<file path="src/rtl/sr_pkg.sv">
package sr_pkg;

    // Phases of one snooped address tenure as seen by the retry driver
    typedef enum logic [2:0] {
        RS_IDLE,
        RS_SNOOP,
        RS_HOLD,
        RS_ACKED,
        RS_GAP,
        RS_PULSE
    } rs_state_e;

    // What the block asks the retry-line pad to do
    typedef struct packed {
        logic en;
        logic level;
    } line_drive_t;

    // Processor clocks spent released before the drive-high pulse
    function automatic int gap_clocks(input int ratio);
        return (ratio / 2 < 1) ? 1 : ratio / 2;
    endfunction

    // Counter width able to hold ratio-1
    function automatic int cnt_width(input int ratio);
        return (ratio <= 2) ? 1 : $clog2(ratio);
    endfunction

endpackage

</file>
<file path="src/rtl/sr_interval_timer.sv">
module sr_interval_timer #(
    parameter int CW = 2
) (
    input  logic          clk,
    input  logic          rst,
    input  logic          load,
    input  logic [CW-1:0] load_val,
    output logic          expired
);
    logic [CW-1:0] cnt_q;

    always_ff @(posedge clk) begin
        if (rst) begin
            cnt_q <= '0;
        end else if (load) begin
            cnt_q <= load_val;
        end else if (cnt_q != '0) begin
            cnt_q <= cnt_q - 1'b1;
        end
    end

    assign expired = (cnt_q == '0);

    AST_TIMER_PARKS: assert property (@(posedge clk) disable iff (rst)
        (cnt_q == '0 && !load) |=> (cnt_q == '0));

endmodule

</file>
<file path="src/rtl/sr_copyback_req.sv">
module sr_copyback_req (
    input  logic clk,
    input  logic rst,
    input  logic stb,
    input  logic set,
    input  logic grant,
    output logic req
);
    logic req_q;

    always_ff @(posedge clk) begin
        if (rst) begin
            req_q <= 1'b0;
        end else if (set) begin
            req_q <= 1'b1;
        end else if (stb && grant && req_q) begin
            req_q <= 1'b0;
        end
    end

    assign req = req_q;

    AST_REQ_HELD: assert property (@(posedge clk) disable iff (rst)
        (req_q && !(stb && grant)) |=> req_q);

    AST_REQ_DROPS: assert property (@(posedge clk) disable iff (rst)
        (req_q && stb && grant && !set) |=> !req_q);

endmodule

</file>
<file path="src/rtl/sr_retry_fsm.sv">
module sr_retry_fsm
    import sr_pkg::*;
#(
    parameter int RATIO = 4,
    parameter int CW    = 2,
    parameter int GAP   = 2
) (
    input  logic          clk,
    input  logic          rst,
    input  logic          stb,
    input  logic          xfer_start,
    input  logic          addr_ack,
    input  logic          retry_req,
    input  logic          copyback_req,
    input  logic          tmr_expired,
    output logic          tmr_load,
    output logic [CW-1:0] tmr_val,
    output logic          cb_start,
    output line_drive_t   drv
);
    rs_state_e st_q, st_d;
    logic      second_q, second_d;   // first snoop edge already seen
    logic      hit_q, hit_d;         // retry verdict collected
    logic      cb_q, cb_d;           // copy-back verdict collected

    always_comb begin
        st_d     = st_q;
        second_d = second_q;
        hit_d    = hit_q;
        cb_d     = cb_q;
        tmr_load = 1'b0;
        tmr_val  = '0;
        cb_start = 1'b0;
        case (st_q)
            RS_IDLE: begin
                if (stb && xfer_start) begin
                    st_d     = RS_SNOOP;
                    second_d = 1'b0;
                    hit_d    = 1'b0;
                    cb_d     = 1'b0;
                end
            end
            RS_SNOOP: begin
                if (stb) begin
                    cb_d = cb_q | (retry_req & copyback_req);
                    if (!second_q) begin
                        second_d = 1'b1;
                        hit_d    = hit_q | retry_req;
                    end else if (hit_q || retry_req) begin
                        st_d = RS_HOLD;
                    end else begin
                        st_d = RS_IDLE;
                    end
                end
            end
            RS_HOLD: begin
                if (stb && addr_ack) begin
                    st_d = RS_ACKED;
                end
            end
            RS_ACKED: begin
                if (stb) begin
                    st_d     = RS_GAP;
                    tmr_load = 1'b1;
                    tmr_val  = CW'(GAP - 1);
                    cb_start = cb_q;
                end
            end
            RS_GAP: begin
                if (tmr_expired) begin
                    st_d     = RS_PULSE;
                    tmr_load = 1'b1;
                    tmr_val  = CW'(RATIO - 1);
                end
            end
            RS_PULSE: begin
                if (tmr_expired) begin
                    st_d = RS_IDLE;
                end
            end
            default: st_d = RS_IDLE;
        endcase
    end

    always_ff @(posedge clk) begin
        if (rst) begin
            st_q     <= RS_IDLE;
            second_q <= 1'b0;
            hit_q    <= 1'b0;
            cb_q     <= 1'b0;
        end else begin
            st_q     <= st_d;
            second_q <= second_d;
            hit_q    <= hit_d;
            cb_q     <= cb_d;
        end
    end

    // Pad control decoded from the state register only
    always_comb begin
        drv.en    = (st_q == RS_HOLD) || (st_q == RS_ACKED) || (st_q == RS_PULSE);
        drv.level = (st_q == RS_PULSE);
    end

    AST_HOLD_FROM_SNOOP: assert property (@(posedge clk) disable iff (rst)
        (st_q == RS_HOLD && $past(st_q) != RS_HOLD) |-> $past(st_q == RS_SNOOP && stb));

    AST_ACK_WHILE_LOW: assert property (@(posedge clk) disable iff (rst)
        (st_q == RS_ACKED && $past(st_q) != RS_ACKED)
            |-> $past(st_q == RS_HOLD && stb && addr_ack));

    AST_SNOOP_FROM_IDLE: assert property (@(posedge clk) disable iff (rst)
        (st_q == RS_SNOOP && $past(st_q) != RS_SNOOP) |-> $past(st_q == RS_IDLE));

    AST_CB_ON_RELEASE: assert property (@(posedge clk) disable iff (rst)
        cb_start |-> (st_q == RS_ACKED && stb));

endmodule

</file>
<file path="src/rtl/snoop_retry_driver.sv">
module snoop_retry_driver #(
    parameter int PCLK_PER_BUS = 4
) (
    input  logic clk,
    input  logic rst,
    input  logic bus_stb,
    input  logic xfer_start,
    input  logic addr_ack,
    input  logic retry_req,
    input  logic copyback_req,
    input  logic bus_grant,
    output logic retry_oe,
    output logic retry_o,
    output logic bus_req
);
    import sr_pkg::*;

    localparam int CW  = cnt_width(PCLK_PER_BUS);
    localparam int GAP = gap_clocks(PCLK_PER_BUS);

    logic          tmr_load;
    logic [CW-1:0] tmr_val;
    logic          tmr_expired;
    logic          cb_start;
    line_drive_t   drv;

    sr_interval_timer #(.CW(CW)) u_timer (
        .clk      (clk),
        .rst      (rst),
        .load     (tmr_load),
        .load_val (tmr_val),
        .expired  (tmr_expired)
    );

    sr_retry_fsm #(.RATIO(PCLK_PER_BUS), .CW(CW), .GAP(GAP)) u_fsm (
        .clk          (clk),
        .rst          (rst),
        .stb          (bus_stb),
        .xfer_start   (xfer_start),
        .addr_ack     (addr_ack),
        .retry_req    (retry_req),
        .copyback_req (copyback_req),
        .tmr_expired  (tmr_expired),
        .tmr_load     (tmr_load),
        .tmr_val      (tmr_val),
        .cb_start     (cb_start),
        .drv          (drv)
    );

    sr_copyback_req u_cbreq (
        .clk   (clk),
        .rst   (rst),
        .stb   (bus_stb),
        .set   (cb_start),
        .grant (bus_grant),
        .req   (bus_req)
    );

    assign retry_oe = drv.en;
    assign retry_o  = drv.level;

    AST_PULSE_NEEDS_OE: assert property (@(posedge clk) disable iff (rst)
        retry_o |-> retry_oe);

    AST_GAP_BEFORE_PULSE: assert property (@(posedge clk) disable iff (rst)
        $rose(retry_o) |-> $past(!retry_oe));

endmodule

</file>
<file path="config.mk">
export PLATFORM = sky130hd
export DESIGN_NAME = snoop_retry_driver
export DESIGN_NICKNAME = d
export VERILOG_FILES = /design/src/rtl/sr_pkg.sv /design/src/rtl/sr_interval_timer.sv /design/src/rtl/sr_copyback_req.sv /design/src/rtl/sr_retry_fsm.sv /design/src/rtl/snoop_retry_driver.sv
export SDC_FILE = /design/constraint.sdc
export NUM_CORES = 1
export LEC_CHECK = 0
export ABC_AREA = 1
export BUFFER_PORTS_ARGS = -buffer_cell sky130_fd_sc_hd__buf_2
export CAP_MARGIN = 20
export CORE_AREA = 4 4 41 43
export DETAILED_ROUTE_END_ITERATION = 10
export DIE_AREA = 0 0 45 47
export PLACE_DENSITY_LB_ADDON = 0.12
export SLEW_MARGIN = 30
export SYNTH_ARGS = -nofsm -noshare
export SYNTH_HDL_FRONTEND = slang
export SYNTH_SLANG_ARGS = --single-unit
</file>
<file path="constraint.sdc">
create_clock -name clk -period 3.35 [get_ports clk]
set_clock_uncertainty 0.2 [all_clocks]
set_input_delay 0.67 -clock clk [delete_from_list [all_inputs] [get_ports clk]]
set_output_delay 0.67 -clock clk [all_outputs]
set_load 0.005 [all_outputs]
</file>
# Yosys cells after proc, flatten, opt, wreduce, memory -nomap -nowiden
# Cells that the tools add are included.
# classes
add_sub_neg	1
eq_ne	13
n_mux	29
n_bitwise	3
n_reduce_logical	16
# op_table
cell	count
two-way mux 3 bit	7
one-hot mux 3 bit (6 select lines)	1
two-way mux 1 bit	12
two-way mux 2 bit	4
!= test 2 x 1 -> 1 bit, second input constant	4
!= test 2 bit, second input constant	4
one-hot mux 1 bit (2 select lines)	4
nonzero test 2 bit	4
AND reduction 7 bit	1
== test 3 x 2 -> 1 bit, second input constant	2
== test 3 bit, second input constant	2
logical AND 1 bit	4
one-hot mux 2 bit (2 select lines)	1
AND reduction 4 bit	1
== test 3 x 1 -> 1 bit, second input constant	1
zero test 3 bit	1
logical OR 1 bit	3
AND reduction 3 bit	1
zero test 2 bit	1
OR 1 bit	2
subtractor 2 x 1 -> 2 bit, second input constant	1
bitwise AND 1 bit	1
# totals
regBits	9
input_bits	8
output_inout_bits	3
word_cells	68

# Logic depth before layout (Yosys ltp)
# Gate-level depths: netlist of run 1.
# logic_depth
ltp_word	5
depth_mapped	9
depth_no_buf	9

# Cells and area by module
# Synthesis of run 1 repeated with hierarchy kept, for this count alone.
# hier_totals
cells_unflattened	94
area_unflattened_um2	579.3
# modules_own_cells
mod	instances	cells_per_inst	area_each_um2	seq_area_each_um2
sr_retry_fsm	1	72	425.4	120.1
sr_interval_timer	1	17	113.9	40.0
sr_copyback_req	1	5	40.0	20.0

# Worst setup path before layout of run 1
# Ideal clock, no wire load.
# synth_path
kind	input to register
start	input bus_stb
end	register u_fsm.st_q[0]
setup_ns	0.115
arrival_time_ns	1.362
required_ns	3.035
slack_ns	1.673
stages	8
n_path_buf	1
path_cell_list	buf_2 nand2_1 nand3_2 nand2_2 nor2_2 nand3_1 nand2_1 nor2_1
# synth_via
elab_chain_cells	3
word_cells_on_any_way	7
cone_classes	eq/ne (4); reduce/logical (3)
# synth_rtl
item	line_no	rtl
start: declaration	snoop_retry_driver.sv:6	input logic bus_stb,
logical AND 1 bit, on equally long branches	sr_retry_fsm.sv:57, sr_retry_fsm.sv:36	
!= test 2 x 1 -> 1 bit (no source line)	n/a	
AND reduction 7 bit (no source line) *	n/a	
end signal: assignment	sr_retry_fsm.sv:92	st_q <= st_d;
end: declaration	sr_retry_fsm.sv:21	rs_state_e st_q, st_d;
# Every way passes the cells marked *; elsewhere a longest branch is shown, timed or not.
# A chain may end at the register's enable or synchronous reset.

# Final worst setup path of run 1
# layout_path
start	register u_fsm.st_q[2]
end	output retry_oe
# layout_via
elab_chain_cells	3
word_cells_on_any_way	5
cone_classes	eq/ne (3); reduce/logical (2)
# layout_rtl
item	line_no	rtl
== test 3 x 2 -> 1 bit	sr_retry_fsm.sv:101	drv.en = (st_q == RS_HOLD) || (st_q == RS_ACKED) || (st_q == RS_PULSE);
logical OR 1 bit	sr_retry_fsm.sv:101	
logical OR 1 bit *	sr_retry_fsm.sv:101	
end: declaration	snoop_retry_driver.sv:12	output logic retry_oe,
# Marked as above.

==> metrics.txt, run 1 <==
outcome=finished, final reports clean; CTS Sinks=9; Final HPWL DP=1080 µm; Mapped Area=599 µm²; Slew HR=76.8%; slowest library cell on the worst path=dfxtp_1; Least-Margin Pin Slew=348 ps; most frequent cell after synthesis=nand2_1; Power, Total=0.000659 W; layout cells sized above 1=21.7%; All-Layer GR Usage=14.4%; Post-synth EDFFs=0; Die Y=47 µm; Port Buffer Count=10; Max Root-Sink Buffers=2; RSZ-0062 raised after global routing=no; Yosys cell types=21; Yosys top cell area share=30.1%; total grt overflow=0; DR DRC count=0; Initial Util=46.1%; WL final=1360 µm; pin count of the biggest net entering global routing=12; top cells by count, synth=nand2_1, inv_1, a21oi_1, dfxtp_1, nor2_1; net count after synthesis=104; CP Max Fanout=11; Final Hold Violating Endpoints=0; chip width=45 µm; crit-path cells=inv_1 -> nor2_1 -> o21bai_1 -> buf_2; H-tree levels=1; CTS tree=yes; Crit path largest cell delay=530 ps; root buffer cell=clkbuf_4; number of synthesized register bits=9; synth top area cells=dfxtp_1, nand2_1, a21oi_1, nand3_1, inv_1; Final setup viols=0; number of max-cap violations=0; initial DRC count=11; placer congestion estimate=0.816; crit path launch type=flop; peak supply drop=0.000449 V; fin. max-slew vios=0; # fillers=143; Worst Setup End Kind=output pin; Leak Pwr=0.331 nW; Tcrit/Tclk final=68.2%; worst path required time=2480 ps; hold_buf cts=0; antenna violations before repair=0; ANT cells=0; Area growth syn-to-layout=14.2%; setup TNS=0 ps; final period demand of the worst path=2280 ps; Worst-Skew Late Latency=260 ps; Seq/Total Area, Yosys=30.1%; dominant cell type by area after synthesis=dfxtp_1; Final ANT Viol Nets=0; CORE AREA=0.00130 mm²; post-cts resize count=0; min-delay worst type=flop to flop; PwrDens=963 mW/mm²; vias=637; Post-Syn Instances=94; routed vias/inst=5.26; Synth Flop Type=dfxtp_1; Fmax=438 MHz; final-stage net count=117; Top delay family on crit path=flip-flops; asr flop ratio synth=0%; final core occ=52.6%; clock slew at reported path FFs=60 ps; Worst EP arrival=1410 ps; postcts setup bufs=0; Crit Path Class=flop to output pin; router iterations before antenna repair=4; vias in the first global route=560; Ports=11; wire length per cell=11.3 µm; CP Buf/Inv Count=2; die area=0.00212 mm²; FP Rows=13; Synth Warn #=0; first-pass GRT wire length=2250 µm; TritonCTS Buffers=3; syn_area_per_cell=6.38 µm²
[tightest hold or removal path: stages, from the launching register on]
cell	delay, ps
dfxtp_1	310
nand2_1	60
a21oi_1	60
[report_power, final]
| part | switching (W) | total, W | internal [W] |
|---|---|---|---|
| Clock | 0.0000368 | 0.0000827 | 0.0000458 |
| Combinational | 0.000235 | 0.000385 | 0.000150 |
| Sequential | 0.0000465 | 0.000191 | 0.000145 |
[kinds of logic (layout without fill, tap and decap cells)]
family / Yosys count / in the layout / share of synthesized area (%)
AOI/OAI and AO/OA: 15 / 15 / 13.2
xor gates and xnor gates: 1 / 1 / 1.46
adders and majority gates: 2 / 2 / 4.17
buffers and inverters: 13 / 25 / 8.56
DFF: 9 / 9 / 30.1
and+or+nand+nor: 54 / 54 / 42.6
[per-layer routing]
metal / global-route usage [%] / part of all wire (%) / wire (µm)
met5: 0 / 0 / 0
met4: 7.02 / 0.73 / 10
met3: 2.30 / 5.3 / 72
met2: 23.7 / 45 / 618
met1: 18.3 / 48 / 661
[per-stage QoR]
stage	hold WS, ps	instance area (µm²)	cells	setup WS, ps
after CTS	274	684	121	1060
after global placement	256	658	117	1410
after detailed placement	261	658	117	1350
final	268	684	121	1070
after floorplan	229	599	94	1670
after global routing	304	684	121	923
[sequential cells by signal, summed over array words and instances (netlist names)]
signal / cells
u_cbreq.req: 1
u_fsm.cb_q: 1
u_fsm.hit_q: 1
u_fsm.second_q: 1
u_fsm.st_q: 3
u_timer.cnt_q: 2
[cell usage in the layout (no fill, tap or decap), drive strengths merged]
cell	n
nor3	2
inv	11
clkbuf	4
or2	1
ha	2
nand3b	1
nand4	2
o21bai	1
a31oi	1
a21oi	9
nand3	9
nand2	24
nor2	15
buf	10
xnor2	1
o21ai	4
dfxtp	9
[layout make-up]
| type | instances | area, µm² | area share, % |
|---|---|---|---|
| Clock buffer | 4 | 26.3 | 3.84 |
| Inverter | 11 | 41.3 | 6.03 |
| Multi-Input combinational cell | 72 | 368 | 53.7 |
| Sequential cell | 9 | 180 | 26.3 |
| Tap cell | 15 | 18.8 | 2.74 |
| Timing Repair Buffer | 10 | 50.0 | 7.31 |
[worst paths after layout]
check	start	endpoint	slack, ps	depth (start not counted)
worst max register to register	u_fsm.st_q[2]	u_fsm.st_q[1]	1660	7
worst min register to register	u_cbreq.req	u_cbreq.req	270	2
worst max-delay path	u_fsm.st_q[2]	retry_oe	1070	4
worst min-delay path	u_cbreq.req	u_cbreq.req	270	2
Note: power is estimated with default switching activity, not from simulation.
==> run 2, diff against run 1 <==
clock period = 2.4 ns   (was 3.35 ns; I/O delays follow)
==> run 2 against run 1 <==
Sequential share of layout area stayed put. Final area stayed put. Worst setup slack worse by 760 ps. Critical path depth stayed put. Global-route usage is 0.32 points lower. Final cell count is the same. Utilization stayed put. Non-clock buffer count stayed put. Via count shrank 4.7%. Highest routed layer unchanged.
==> metrics.txt, run 2 (synthesis gave the netlist of run 1 again) <==
RSZ-0062 raised after global routing=no; postcts setup bufs=0 (unchanged); max FFs per register=3 (unchanged); Crit Path Class=flop to output pin; router iterations before antenna repair=4 (unchanged); Fmax=478 MHz; FP Rows=13 (unchanged); Final setup viols=0 (unchanged); first-pass GRT wire length=2040 µm (-9.5%); Final HPWL DP=980 µm (-9.3%); antenna violations before repair=0 (unchanged); Max Root-Sink Buffers=2 (unchanged); Int Pwr=0.000474 W (+39%); crit-path cells=inv_1 -> nor2_1 -> o21bai_1 -> buf_2; crit path launch type=flop; R2R Setup Slk=720 ps (-940 ps); DR DRC count=0 (unchanged); slowest library cell on the worst path=dfxtp_1; final core occ=52.6% (unchanged); Sequential Power Share=29.2% (+0.2 points); number of max-cap violations=0 (unchanged); Leak Pwr=0.331 nW (unchanged); Power, Total=0.000912 W (+38%); peak supply drop=0.000596 V (+33%); Worst-Skew Late Latency=270 ps (about the same); combinational power share=57.4% (-1.0 points); Area growth syn-to-layout=14.2% (unchanged); Crit path largest cell delay=530 ps (about the same); Top reg by flops=u_fsm.st_q; CP Max Fanout=11 (unchanged); Die Y=47 µm (unchanged); Largest regs=u_fsm.st_q: 3 flops, u_timer.cnt_q: 2 flops; WL final=1260 µm (-7.4%); share of total power in the clock network=13.4% (+0.9 points); H-tree levels=1 (unchanged); vias=607 (-4.7%); ANT cells=0 (unchanged); clock slew at reported path FFs=60 ps (about the same); min-delay worst type=input pin to flop; Psw=0.000438 W (+37%); Initial Util=46.1% (unchanged); Final ANT Viol Nets=0 (unchanged); fin. max-slew vios=0 (unchanged); commonest non-fill, non-tap cell in the layout=nand2_1; CORE AREA=0.00130 mm² (unchanged); Least-Margin Pin Slew=353 ps (+4.82 ps); routed vias/inst=5.02 (-4.7%); Final Hold Violating Endpoints=0 (unchanged); outcome=finished, final reports clean; cell count along the critical path=4 (unchanged); Worst Setup End Kind=output pin; All-Layer GR Usage=14.1% (-0.32 points); reg2reg path depth=7 (unchanged); Worst EP arrival=1410 ps (about the same); CP Buf/Inv Count=2 (unchanged); wire length per cell=10.4 µm (-7.4%); final period demand of the worst path=2090 ps; chip width=45 µm (unchanged); total grt overflow=0 (unchanged); layout cells sized above 1=21.7% (unchanged); post-cts resize count=0 (unchanged); FF-to-FF End=u_fsm.st_q[1]; Critical path destination=retry_oe; commonest cells after routing, fill and taps aside=nand2_1, inv_1, buf_2; Ports=11 (unchanged); hold_buf cts=0 (unchanged); vias in the first global route=491 (-12%); pre-CTS setup slack=604 ps (-744 ps); crit path from=u_fsm.st_q[2]; Slew HR=76.4% (-0.32 points); worst setup margin=309 ps (-757 ps); final-stage net count=117 (unchanged); Reg2Reg Launch Point=u_fsm.st_q[2]; TritonCTS Buffers=3 (unchanged); Tcrit/Tclk final=87.1%; initial DRC count=10 (-1); Top delay family on crit path=flip-flops; setup TNS=0 ps (unchanged); CTS tree=yes; CTS Sinks=9 (unchanged); worst path required time=1720 ps (-760 ps); pin count of the biggest net entering global routing=12 (unchanged); PwrDens=1330 mW/mm² (+38%); root buffer cell=clkbuf_4; die area=0.00212 mm² (unchanged); switching power share of the total=48.0% (-0.33 points); Port Buffer Count=10 (unchanged); placer congestion estimate=0.767 (-6.0%)
[run 2: worst min path at each step]
stage,end,from,cells after the start
4_1_cts,u_cbreq.req,rst,2
2_1_floorplan,u_fsm.hit_q,u_fsm.hit_q,2
3_5_place_dp,u_cbreq.req,u_cbreq.req,2
3_3_place_gp,u_cbreq.req,u_cbreq.req,2
5_1_grt,u_cbreq.req,rst,2
6_report,u_cbreq.req,rst,2
[run 2: routing by layer]
metal / vias up / GRT usage [%] / share of wire (%)
li1: 328 / - / -
met3: 6 / 4.60 / 5.9
met4: 0 / 12.3 / 3.1
met2: 13 / 20.1 / 41
met5: - / 0 / 0
met1: 260 / 16.9 / 50
[run 2: power groups by stage]
| stage | combinational, W | sequential [W] | clock, W |
|---|---|---|---|
| CTS | 0.000526 | 0.000267 | 0.000126 |
| detailed placement | 0.000524 | 0.000269 | 0 |
| global route | 0.000600 | 0.000275 | 0.000135 |
| finish | 0.000523 | 0.000266 | 0.000123 |
| global placement | 0.000526 | 0.000266 | 0 |
| floorplan | 0.000458 | 0.000239 | 0 |
[run 2: metrics by stage]
stage | cells | area [µm²] | hold slack [ps]
floorplan | 94 | 599 | 229
global placement | 117 | 658 | 254
detailed placement | 117 | 658 | 258
CTS | 121 | 684 | 223
global route | 121 | 684 | 229
finish | 121 | 684 | 224
[run 2: final cells by class]
class,instances,area [µm²]
multi-input cells,72,368
repair buffers,10,50.0
fillers,139,617
well taps,15,18.8
inverters,11,41.3
flip-flops and latches,9,180
clock buffers,4,26.3
